--- config.mk ---
export PLATFORM = sky130hd
export DESIGN_NAME = chunk_stage_ctrl
export DESIGN_NICKNAME = d
export VERILOG_FILES = /design/src/rtl/chunk_stage_pkg.sv /design/src/rtl/cs_write_path.sv /design/src/rtl/cs_read_path.sv /design/src/rtl/chunk_stage_ctrl.sv
export SDC_FILE = /design/constraint.sdc
export NUM_CORES = 1
export LEC_CHECK = 0
export BUFFER_PORTS_ARGS = -buffer_cell sky130_fd_sc_hd__buf_2
export CAP_MARGIN = 20
export CORE_MARGIN = 1
export CORE_UTILIZATION = 51
export DETAILED_ROUTE_END_ITERATION = 8
export GPL_TIMING_DRIVEN = 0
export PLACE_DENSITY_LB_ADDON = 0.1
export SETUP_SLACK_MARGIN = 0.5
export SLEW_MARGIN = 20
export SYNTH_ARGS = -nofsm -noshare
export SYNTH_HDL_FRONTEND = slang
export SYNTH_SLANG_ARGS = --single-unit
--- constraint.sdc ---
create_clock -name clk_i -period 17.4 [get_ports clk_i]
set_clock_uncertainty 0.05 [all_clocks]
set_input_delay 1.74 -clock clk_i [delete_from_list [all_inputs] [get_ports clk_i]]
set_output_delay 1.74 -clock clk_i [all_outputs]
set_load 0.01 [all_outputs]
--- src/rtl/chunk_stage_pkg.sv ---
package chunk_stage_pkg;
  localparam int SLICE_W = 32;
  localparam int BEAT_W  = 36;
  localparam int PAD_W   = BEAT_W - SLICE_W;

  typedef enum logic [1:0] {
    ST_IDLE  = 2'd0,
    ST_FILL  = 2'd1,
    ST_DRAIN = 2'd2,
    ST_DONE  = 2'd3
  } cs_state_e;
endpackage

--- src/rtl/cs_write_path.sv ---
module cs_write_path import chunk_stage_pkg::*; #(
  parameter int DATA_W = 128,
  parameter int ADDR_W = 18,
  parameter int CNT_W  = ADDR_W + 1,
  localparam int BEATS = DATA_W / SLICE_W,
  localparam int MEM_W = BEATS * BEAT_W
) (
  input  logic              clk_i,
  input  logic              rst_ni,
  input  logic              start_i,
  input  logic              fill_i,
  input  logic [CNT_W-1:0]  target_i,
  input  logic              in_valid_i,
  input  logic [DATA_W-1:0] in_data_i,
  output logic              in_ready_o,
  output logic              mem_wr_en_o,
  output logic [ADDR_W-1:0] mem_wr_addr_o,
  output logic [MEM_W-1:0]  mem_wr_data_o,
  output logic              last_o
);
  logic [CNT_W-1:0] wr_cnt_q;
  logic             fire;

  assign in_ready_o    = fill_i;
  assign fire          = fill_i && in_valid_i;
  assign mem_wr_en_o   = fire;
  assign mem_wr_addr_o = wr_cnt_q[ADDR_W-1:0];
  assign last_o        = fire && (wr_cnt_q == target_i - CNT_W'(1));

  for (genvar b = 0; b < BEATS; b++) begin : g_pad
    assign mem_wr_data_o[b*BEAT_W +: BEAT_W] =
      {{PAD_W{1'b0}}, in_data_i[b*SLICE_W +: SLICE_W]};
  end

  always_ff @(posedge clk_i or negedge rst_ni) begin
    if (!rst_ni)      wr_cnt_q <= '0;
    else if (start_i) wr_cnt_q <= '0;
    else if (fire)    wr_cnt_q <= wr_cnt_q + CNT_W'(1);
  end
endmodule

--- src/rtl/cs_read_path.sv ---
module cs_read_path import chunk_stage_pkg::*; #(
  parameter int DATA_W = 128,
  parameter int ADDR_W = 18,
  parameter int CNT_W  = ADDR_W + 1,
  parameter int RD_LAT = 3,
  localparam int BEATS = DATA_W / SLICE_W,
  localparam int MEM_W = BEATS * BEAT_W
) (
  input  logic              clk_i,
  input  logic              rst_ni,
  input  logic              start_i,
  input  logic              drain_i,
  input  logic [CNT_W-1:0]  target_i,
  output logic              mem_rd_en_o,
  output logic [ADDR_W-1:0] mem_rd_addr_o,
  input  logic [MEM_W-1:0]  mem_rd_data_i,
  output logic              out_valid_o,
  output logic [DATA_W-1:0] out_data_o,
  input  logic              out_ready_i,
  output logic              last_o
);
  localparam int DEPTH = RD_LAT + 2;
  localparam int PTR_W = $clog2(DEPTH);
  localparam int LVL_W = $clog2(DEPTH + 1);

  logic [CNT_W-1:0]  rd_cnt_q, out_cnt_q;
  logic [RD_LAT-1:0] vld_sr_q;
  logic [DATA_W-1:0] buf_q [DEPTH];
  logic [PTR_W-1:0]  wp_q, rp_q;
  logic [LVL_W-1:0]  lvl_q, inflight;
  logic [LVL_W:0]    occ;
  logic [DATA_W-1:0] strip_data;
  logic [BEATS*PAD_W-1:0] unused_pad_bits;
  logic push, pop, credit;

  for (genvar b = 0; b < BEATS; b++) begin : g_strip
    assign strip_data[b*SLICE_W +: SLICE_W] = mem_rd_data_i[b*BEAT_W +: SLICE_W];
    assign unused_pad_bits[b*PAD_W +: PAD_W] = mem_rd_data_i[b*BEAT_W+SLICE_W +: PAD_W];
  end

  always_comb begin
    inflight = '0;
    for (int i = 0; i < RD_LAT; i++) inflight = inflight + LVL_W'(vld_sr_q[i]);
  end

  // credit: buffered plus in-flight words must leave room for one more return
  assign occ           = {1'b0, lvl_q} + {1'b0, inflight};
  assign credit        = occ < (LVL_W+1)'(DEPTH);
  assign mem_rd_en_o   = drain_i && (rd_cnt_q < target_i) && credit;
  assign mem_rd_addr_o = rd_cnt_q[ADDR_W-1:0];

  assign push        = vld_sr_q[RD_LAT-1];
  assign out_valid_o = lvl_q != '0;
  assign out_data_o  = buf_q[rp_q];
  assign pop         = out_valid_o && out_ready_i;
  assign last_o      = pop && (out_cnt_q == target_i - CNT_W'(1));

  always_ff @(posedge clk_i or negedge rst_ni) begin
    if (!rst_ni) begin
      rd_cnt_q  <= '0;
      out_cnt_q <= '0;
      vld_sr_q  <= '0;
    end else begin
      vld_sr_q[0] <= mem_rd_en_o;
      for (int i = 1; i < RD_LAT; i++) vld_sr_q[i] <= vld_sr_q[i-1];
      if (start_i) begin
        rd_cnt_q  <= '0;
        out_cnt_q <= '0;
      end else begin
        if (mem_rd_en_o) rd_cnt_q  <= rd_cnt_q + CNT_W'(1);
        if (pop)         out_cnt_q <= out_cnt_q + CNT_W'(1);
      end
    end
  end

  always_ff @(posedge clk_i) begin
    if (push) buf_q[wp_q] <= strip_data;
  end

  always_ff @(posedge clk_i or negedge rst_ni) begin
    if (!rst_ni) begin
      wp_q  <= '0;
      rp_q  <= '0;
      lvl_q <= '0;
    end else begin
      if (push) wp_q <= (wp_q == PTR_W'(DEPTH-1)) ? '0 : wp_q + PTR_W'(1);
      if (pop)  rp_q <= (rp_q == PTR_W'(DEPTH-1)) ? '0 : rp_q + PTR_W'(1);
      case ({push, pop})
        2'b10:   lvl_q <= lvl_q + LVL_W'(1);
        2'b01:   lvl_q <= lvl_q - LVL_W'(1);
        default: lvl_q <= lvl_q;
      endcase
    end
  end
endmodule

--- src/rtl/chunk_stage_ctrl.sv ---
module chunk_stage_ctrl import chunk_stage_pkg::*; #(
  parameter int DATA_W = 128,
  parameter int ADDR_W = 18,
  parameter int RD_LAT = 3,
  localparam int BYTES_W = ADDR_W + 4,
  localparam int CNT_W   = ADDR_W + 1,
  localparam int MEM_W   = (DATA_W / SLICE_W) * BEAT_W
) (
  input  logic               clk_i,
  input  logic               rst_ni,
  input  logic               cfg_we_i,
  input  logic [BYTES_W-1:0] cfg_bytes_i,
  input  logic               dummy_we_i,
  output logic               dummy_ack_o,
  output logic               idle_o,
  output logic               done_o,
  input  logic               in_valid_i,
  input  logic [DATA_W-1:0]  in_data_i,
  output logic               in_ready_o,
  output logic               mem_wr_en_o,
  output logic [ADDR_W-1:0]  mem_wr_addr_o,
  output logic [MEM_W-1:0]   mem_wr_data_o,
  output logic               mem_rd_en_o,
  output logic [ADDR_W-1:0]  mem_rd_addr_o,
  input  logic [MEM_W-1:0]   mem_rd_data_i,
  output logic               out_valid_o,
  output logic [DATA_W-1:0]  out_data_o,
  input  logic               out_ready_i
);
  cs_state_e        state_q, state_d;
  logic [CNT_W-1:0] target_q, target_d;
  logic [BYTES_W:0] round_sum;
  logic [3:0]       unused_frac;
  logic             start, wr_last, rd_last, dummy_ack_q;

  assign round_sum   = {1'b0, cfg_bytes_i} + (BYTES_W+1)'(15);
  assign target_d    = round_sum[BYTES_W:4];
  assign unused_frac = round_sum[3:0];
  assign start       = (state_q == ST_IDLE) && cfg_we_i && (cfg_bytes_i != '0);

  always_comb begin
    state_d = state_q;
    unique case (state_q)
      ST_IDLE:  if (start)   state_d = ST_FILL;
      ST_FILL:  if (wr_last) state_d = ST_DRAIN;
      ST_DRAIN: if (rd_last) state_d = ST_DONE;
      ST_DONE:               state_d = ST_IDLE;
      default:               state_d = ST_IDLE;
    endcase
  end

  always_ff @(posedge clk_i or negedge rst_ni) begin
    if (!rst_ni) begin
      state_q     <= ST_IDLE;
      target_q    <= '0;
      dummy_ack_q <= 1'b0;
    end else begin
      state_q     <= state_d;
      dummy_ack_q <= dummy_we_i;
      if (start) target_q <= target_d;
    end
  end

  assign idle_o      = state_q == ST_IDLE;
  assign done_o      = state_q == ST_DONE;
  assign dummy_ack_o = dummy_ack_q;

  cs_write_path #(.DATA_W(DATA_W), .ADDR_W(ADDR_W), .CNT_W(CNT_W)) u_wr (
    .clk_i, .rst_ni,
    .start_i      (start),
    .fill_i       (state_q == ST_FILL),
    .target_i     (target_q),
    .in_valid_i, .in_data_i, .in_ready_o,
    .mem_wr_en_o, .mem_wr_addr_o, .mem_wr_data_o,
    .last_o       (wr_last)
  );

  cs_read_path #(.DATA_W(DATA_W), .ADDR_W(ADDR_W), .CNT_W(CNT_W), .RD_LAT(RD_LAT)) u_rd (
    .clk_i, .rst_ni,
    .start_i      (start),
    .drain_i      (state_q == ST_DRAIN),
    .target_i     (target_q),
    .mem_rd_en_o, .mem_rd_addr_o, .mem_rd_data_i,
    .out_valid_o, .out_data_o, .out_ready_i,
    .last_o       (rd_last)
  );
endmodule

==> flow_metrics.tcl, run 1 <==
set metrics [dict create \
    final_cell_mix "640 x edfxtp_1, 500 x buf_2, 210 x buf_4" \
    power.share.sequential_pct 39.7 \
    outcome "complete, no violations" \
    synth-xor-area-share_pct 3.02 \
    regToRegStartpoint "target_q[0]" \
    maxCapViolCount 0 \
    ys_seq_area_share_pct 68.3 \
    start_util_pct 51.8 \
    h-tree-depth 3 \
    ctsRootBufferMaster "clkbuf_16" \
    drt_iter0_drc 1126 \
    synth_fa_ha_area_share_pct 1.66 \
    core_um2 60700 \
    finalCritPeriodShare_pct 34.4 \
    cts_resized 0 \
    grt_overflow_total 0 \
    cts_buffers 76 \
    peakVddDrop_mv 0.0949 \
    route.final.wire_length_um 76900 \
    total_power_w 0.00493 \
    hp-class "reg -> reg" \
    synth_simple_gate_area_share_pct 4.80 \
    clk_pin_slew_ns 0.06 \
    grt_pass1_wl_um 116000 \
    drv_slew 0 \
    async_flop_share_pct 12.4 \
    min_period_ns 5.99 \
    hold_depth 0 \
    clkPwrFrac_pct 32.6 \
    ys_ff_latch 731 \
    synth.area.mux_share_pct 13.9 \
    ff2ff_setup_slack_ns 13.06 \
    first_pass_iters 5 \
    rsz0062_at_grt "no" \
    layout-drive-gt1-share_pct 44.1 \
    netlist_instances 1854 \
    die_h_um 250 \
    tritoncts "built" \
    powerDensity_nw_per_um2 129 \
    grt_max_degree 69 \
    hp-start "u_rd.vld_sr_q[1]" \
    area_growth_pct 21.4 \
    p_switching_w 0.00139 \
    synthFlopType "edfxtp_1" \
    die_area_um2 62700 \
    layout_commonest_cell "edfxtp_1" \
    clkSinkCount 731 \
    rows 90 \
    post_cts_buffers 0 \
    start_kind "register" \
    power_frac_comb_pct 27.7 \
    portBuffers 454 \
    post-dp-hpwl_um 56800 \
    clk_latency_ns 0.61 \
    power.internal_w 0.00354 \
    antenna_found_initial 22 \
    whs_endpoint "u_rd.vld_sr_q[2]" \
    reg2reg_depth 12 \
    synth_top_family_by_area "multiplexers" \
    drc 0 \
    routed_via_density 5.43 \
    fmax_mhz 167 \
    synth_compound_area_share_pct 2.32 \
    antenna_left 0 \
    place_inst 3199 \
    vias 18148 \
    slew_headroom_pct 25.2 \
    hold_buffers 0 \
    first_global_vias 18855 \
    setup_violations 0 \
    nets 2835 \
    yosysWarnings 0 \
    p_sw_share_pct 28.2 \
    gp_congestion 0.873 \
    syn_area_per_cell_um2 17.0 \
    critical_path_required_ns 15.61 \
    pin_count 615 \
    cts_buffer_depth 3 \
    critPathCaptureType "primary output" \
    path_max_fanout 11 \
    cellLeakagePower_nw 14.2 \
    tightest_slew_ns 1.09 \
    critPathKind "reg -> out" \
    grt_use_total_pct 24.7 \
    r2r-end "state_q[1]" \
    synth_edf_count 640 \
    netlist_area_um2 31500 \
    wl_per_cell_um 23.0 \
    holdWs_ns 0.389 \
    synth.distinct_cells 67 \
    final_hold_viol_count 0 \
    final_cell_count_no_fill 3342 \
    crit_arrival_ns 4.20 \
    dieWidth_um 250 \
]
## registers in the layout (all words and copies together) (netlist names)
register / cells
dummy_ack_o: 1
state_q: 2
target_q: 19
u_rd.buf_q: 640
u_rd.lvl_q: 3
u_rd.out_cnt_q: 19
u_rd.rd_cnt_q: 19
u_rd.rp_q: 3
u_rd.vld_sr_q: 3
u_rd.wp_q: 3
u_wr.wr_cnt_q: 19
## through the flow
| stage | setup WS (ns) | util [%] | instance area, µm² | setup TNS, ns |
|---|---|---|---|---|
| floorplan | 3.64 | - | 31500 | 0 |
| global placement | -8.30 | 57.3 | 34800 | -2223.91 |
| detailed placement | 12.08 | 58.8 | 35700 | 0 |
| CTS | 11.38 | 62.9 | 38200 | 0 |
| global route | 11.15 | 62.9 | 38200 | 0 |
| finish | 11.41 | 62.9 | 38200 | 0 |
## logic make-up (layout without fill, tap and decap cells)
family / Yosys count / after routing
AND/OR/NAND/NOR: 291 / 291
flip-flops: 731 / 731
other: 1 / 21
adder cells (fa/ha/maj): 40 / 40
XOR/XNOR: 107 / 107
AO/OA/AOI/OAI: 113 / 113
buffers and inverters: 309 / 995
multiplexers: 262 / 262
## worst max-delay path, cell delays in order, from the launching register on
cell	delay [ns]
dfrtp_1	0.43
fa_1	0.56
ha_1	0.16
inv_1	0.05
fa_1	0.48
nor2b_1	0.15
o21ai_0	0.09
a21oi_1	0.17
o2111ai_1	0.13
a21oi_1	0.54
clkbuf_1	0.55
buf_2	0.29
## synth_stat cells, types with 26 or more instances
| library cell | instances | area [µm²] |
|---|---|---|
| a21oi_1 | 26 | 130 |
| buf_4 | 180 | 1350 |
| clkbuf_1 | 58 | 218 |
| dfrtp_1 | 91 | 2280 |
| edfxtp_1 | 640 | 19200 |
| ha_1 | 37 | 463 |
| inv_1 | 43 | 161 |
| mux2_2 | 129 | 1450 |
| mux4_2 | 128 | 2880 |
| nand2_1 | 71 | 267 |
| nand3_1 | 30 | 150 |
| nand4_1 | 26 | 163 |
| nor2_1 | 72 | 270 |
| o21ai_0 | 39 | 195 |
| xnor2_1 | 52 | 455 |
| xor2_1 | 54 | 473 |
## power groups by stage
stage	logic, W	registers, W	clock network (W)
after CTS	0.00140	0.00195	0.00164
final	0.00137	0.00195	0.00161
after global placement	0.00138	0.00199	0
after global routing	0.00147	0.00196	0.00170
after detailed placement	0.00139	0.00199	0
after floorplan	0.000888	0.00198	0
## routing by layer
layer	routed length, µm	track usage, %	vias up
li1	-	-	8234
met1	30900	31.8	9185
met2	38200	40.5	554
met3	5250	6.57	143
met4	2340	8.87	32
met5	202	0	-
## worst max path at each step
stage                startpoint           endpoint  slack (ns)  depth (start not counted)
2_1_floorplan      u_rd.wp_q[1]   u_rd.buf_q[2][0]        3.64                          2
3_3_place_gp       u_rd.wp_q[1]  u_rd.buf_q[2][86]       -8.30                          2
3_5_place_dp   u_rd.vld_sr_q[0]        mem_rd_en_o       12.08                         11
4_1_cts        u_rd.vld_sr_q[0]        mem_rd_en_o       11.38                         11
5_1_grt        u_rd.vld_sr_q[0]        mem_rd_en_o       11.15                         11
6_report       u_rd.vld_sr_q[0]        mem_rd_en_o       11.41                         11
## area by class of cell
cell class              count  area [µm²]
inverters                  44         165
clock inverters            40         377
diodes                      5        12.5
well taps                 782         978
flip-flops and latches    731       21500
clock buffers              98        2100
repair buffers            548        3160
fillers                  4551       22500
plain buffers             265        1690
multi-input cells         829        8190
(Power assumes the default switching activity.)
==> inputs of run 2 (changes only) <==
Settings changed: ABC_AREA set to 1.
Clock period 17.4 ns to 6.01 ns, I/O delays scaled along.
==> run 2 against run 1 <==
Sequential cell count is the same. Die area grew 2.6%. Non-clock buffer count shrank 9. Critical path depth grew 1. Synthesized cell count grew 59%. First-iteration DRC count grew 62%. Highest routed layer unchanged.
==> flow_metrics.tcl, run 2 <==
set metrics [dict create \
    critical_path_required_ns 5.36 \
    rows 91 \
    min_period_ns 4.33 \
    vias 24370 \
    stdcell_area_um2 39100 \
    yosysMostFrequentCell "nor2_1" \
    final_cell_count_no_fill 4447 \
    clk_pin_slew_ns 0.06 \
    gp_congestion 0.941 \
    setup.worst_path.start "u_rd.vld_sr_q[2]" \
    path_buf_inv 6 \
    hp-start "dummy_we_i" \
    hold_buffers 1 \
    nets 3873 \
    ys_ff_latch 731 \
    grt_max_degree 50 \
    cellLeakagePower_nw 15.2 \
    critPathCaptureType "primary output" \
    maxCapViolCount 0 \
    p_switching_w 0.00663 \
    grt_pass1_wl_um 143000 \
    grt_use_total_pct 30.0 \
    clkSinkCount 731 \
    total_power_w 0.0172 \
    h-tree-depth 3 \
    netlist_area_um2 32300 \
    crit_family "adder cells" \
    synth.distinct_cells 47 \
    ctsRootBufferMaster "clkbuf_16" \
    largest_register_ffs 640 \
    clk_latency_ns 0.63 \
    cp_common_cell "inv_1" \
    route.final.wire_length_um 97500 \
    placed_cell_area_um2 36600 \
    setup_violations 0 \
    tritoncts "built" \
    start_util_pct 51.9 \
    die_h_um 254 \
    core_um2 62200 \
    clkPwrFrac_pct 27.3 \
    syn_area_per_cell_um2 11.0 \
    power.internal_w 0.0106 \
    first_global_vias 23375 \
    antenna_found_initial 30 \
    area_growth_pct 21.3 \
    yosysWarnings 0 \
    antenna_left 0 \
    wl_per_cell_um 21.9 \
    synth_common_cells "753 x nor2_1, 640 x edfxtp_1, 314 x o21ai_0, 230 x nand2_1, 184 x buf_4" \
    outcome "complete, no violations" \
    cp_cell_sequence "fa_1 > ha_1 > inv_1 > fa_1 > inv_1 > nor2_1 > o21ai_0 > inv_1 > nand4_1 > inv_1 > clkbuf_1 > buf_2" \
    final_hold_viol_count 0 \
    first_pass_iters 6 \
    netlist_instances 2943 \
    synth_edf_count 640 \
    drv_slew 0 \
    cts_resized 0 \
    crit_arrival_ns 3.68 \
    finalCritPeriodShare_pct 72.0 \
    portBuffers 454 \
    pin_count 615 \
    peakVddDrop_mv 0.375 \
    powerDensity_nw_per_um2 440 \
    layout-drive-gt1-share_pct 23.3 \
    async_flop_share_pct 12.4 \
    synth_top_area_cell "edfxtp_1" \
    fmax_mhz 231 \
    synth_area_leaders "edfxtp_1 60%, nor2_1 8.8%, dfrtp_1 7.1%, o21ai_0 4.9%, buf_4 4.3%" \
    post_cts_buffers 0 \
    cts_buffer_depth 3 \
    hp-class "in -> reg" \
    dieWidth_um 254 \
    p_sw_share_pct 38.5 \
    tightest_slew_ns 1.09 \
    drt_iter0_drc 1825 \
    max_stage_delay_ns 0.54 \
    slew_headroom_pct 27.5 \
    critPathKind "reg -> out" \
    drc 0 \
    start_kind "register" \
    die_area_um2 64300 \
    routed_via_density 5.48 \
    post-dp-hpwl_um 68600 \
    power.share.sequential_pct 36.0 \
    holdWs_ns 0.0554 \
    top_register "u_rd.buf_q" \
    synthFlopType "edfxtp_1" \
    regToRegStartpoint "u_rd.vld_sr_q[2]" \
    ys_seq_area_share_pct 66.6 \
    layout_commonest_cell "nor2_1" \
    grt_overflow_total 0 \
    cts_buffers 78 \
    place_inst 4289 \
    cp_slowest_cell "fa_1" \
    synth_top_area_share_pct 59.5 \
    final_cell_mix "749 x nor2_1, 640 x edfxtp_1, 456 x buf_2" \
    power_frac_comb_pct 36.8 \
    path_max_fanout 11 \
    rsz0062_at_grt "no" \
]
run 2: cell families (layout without fill, tap and decap cells):
| family | count (synthesis) | in the layout | synth area share (%) |
|---|---|---|---|
| buffers and inverters | 447 | 1085 | 7.41 |
| xor gates and xnor gates | 14 | 14 | 0.380 |
| DFF | 731 | 731 | 66.6 |
| adders and majority gates | 40 | 40 | 1.62 |
| other | 1 | 30 | 0.0116 |
| and+or+nand+nor | 1206 | 1206 | 15.5 |
| AOI/OAI and AO/OA | 504 | 504 | 8.46 |
run 2: per-stage QoR:
step           setup slack [ns]  setup TNS [ns]  util, %
6_report                   1.68               0     63.0
3_3_place_gp              -5.64        -2374.94     57.4
5_1_grt                    1.46               0     63.0
4_1_cts                    1.66               0     62.9
2_1_floorplan            -0.565         -152.17        -
3_5_place_dp               2.35               0     58.9
run 2: power by group through the flow:
stage / Sequential [W] / Clock [W] / Combinational, W
finish: 0.00619 / 0.00470 / 0.00633
floorplan: 0.00626 / 0 / 0.00364
global placement: 0.00638 / 0 / 0.00610
detailed placement: 0.00629 / 0 / 0.00634
global route: 0.00622 / 0.00493 / 0.00696
CTS: 0.00619 / 0.00475 / 0.00638
run 2: worst register-to-register path: stages, from the launching register on:
cell	delay (ns)
dfrtp_1	0.55
fa_1	0.48
ha_1	0.19
inv_1	0.08
fa_1	0.40
inv_1	0.06
nor2_1	0.03
o21ai_0	0.21
inv_1	0.10
nand4_1	0.12
clkbuf_1	0.44
nand2_1	0.31
o21ai_0	0.30
run 2: path summary, 6_finish.rpt:
path                                endpoint  slack [ns]  depth (start not counted)
setup / recovery                 mem_rd_en_o        1.68                         12
hold / removal                   dummy_ack_o        0.06                          1
setup reg to reg           u_rd.rd_cnt_q[17]        2.54                         12
hold reg to reg             u_rd.vld_sr_q[2]        0.41                          0
max in group asynchronous        target_q[8]        4.86                          3
min in group asynchronous         state_q[0]        0.42                          2
run 2: per-layer routing:
layer,global-route usage [%],wire length [µm]
met1,37.8,38000
met2,50.1,48000
met3,7.12,8140
met4,11.8,3280
met5,0,184
run 2: area by class of cell:
class	instances	area [µm²]
Inverter	138	518
Clock inverter	39	388
Sequential cell	731	21500
Tap cell	837	1050
Timing Repair Buffer	495	3190
Antenna cell	14	35.0
Fill cell	4958	23000
Clock buffer	104	2110
Multi-Input combinational cell	1780	8490
Buffer	309	1870
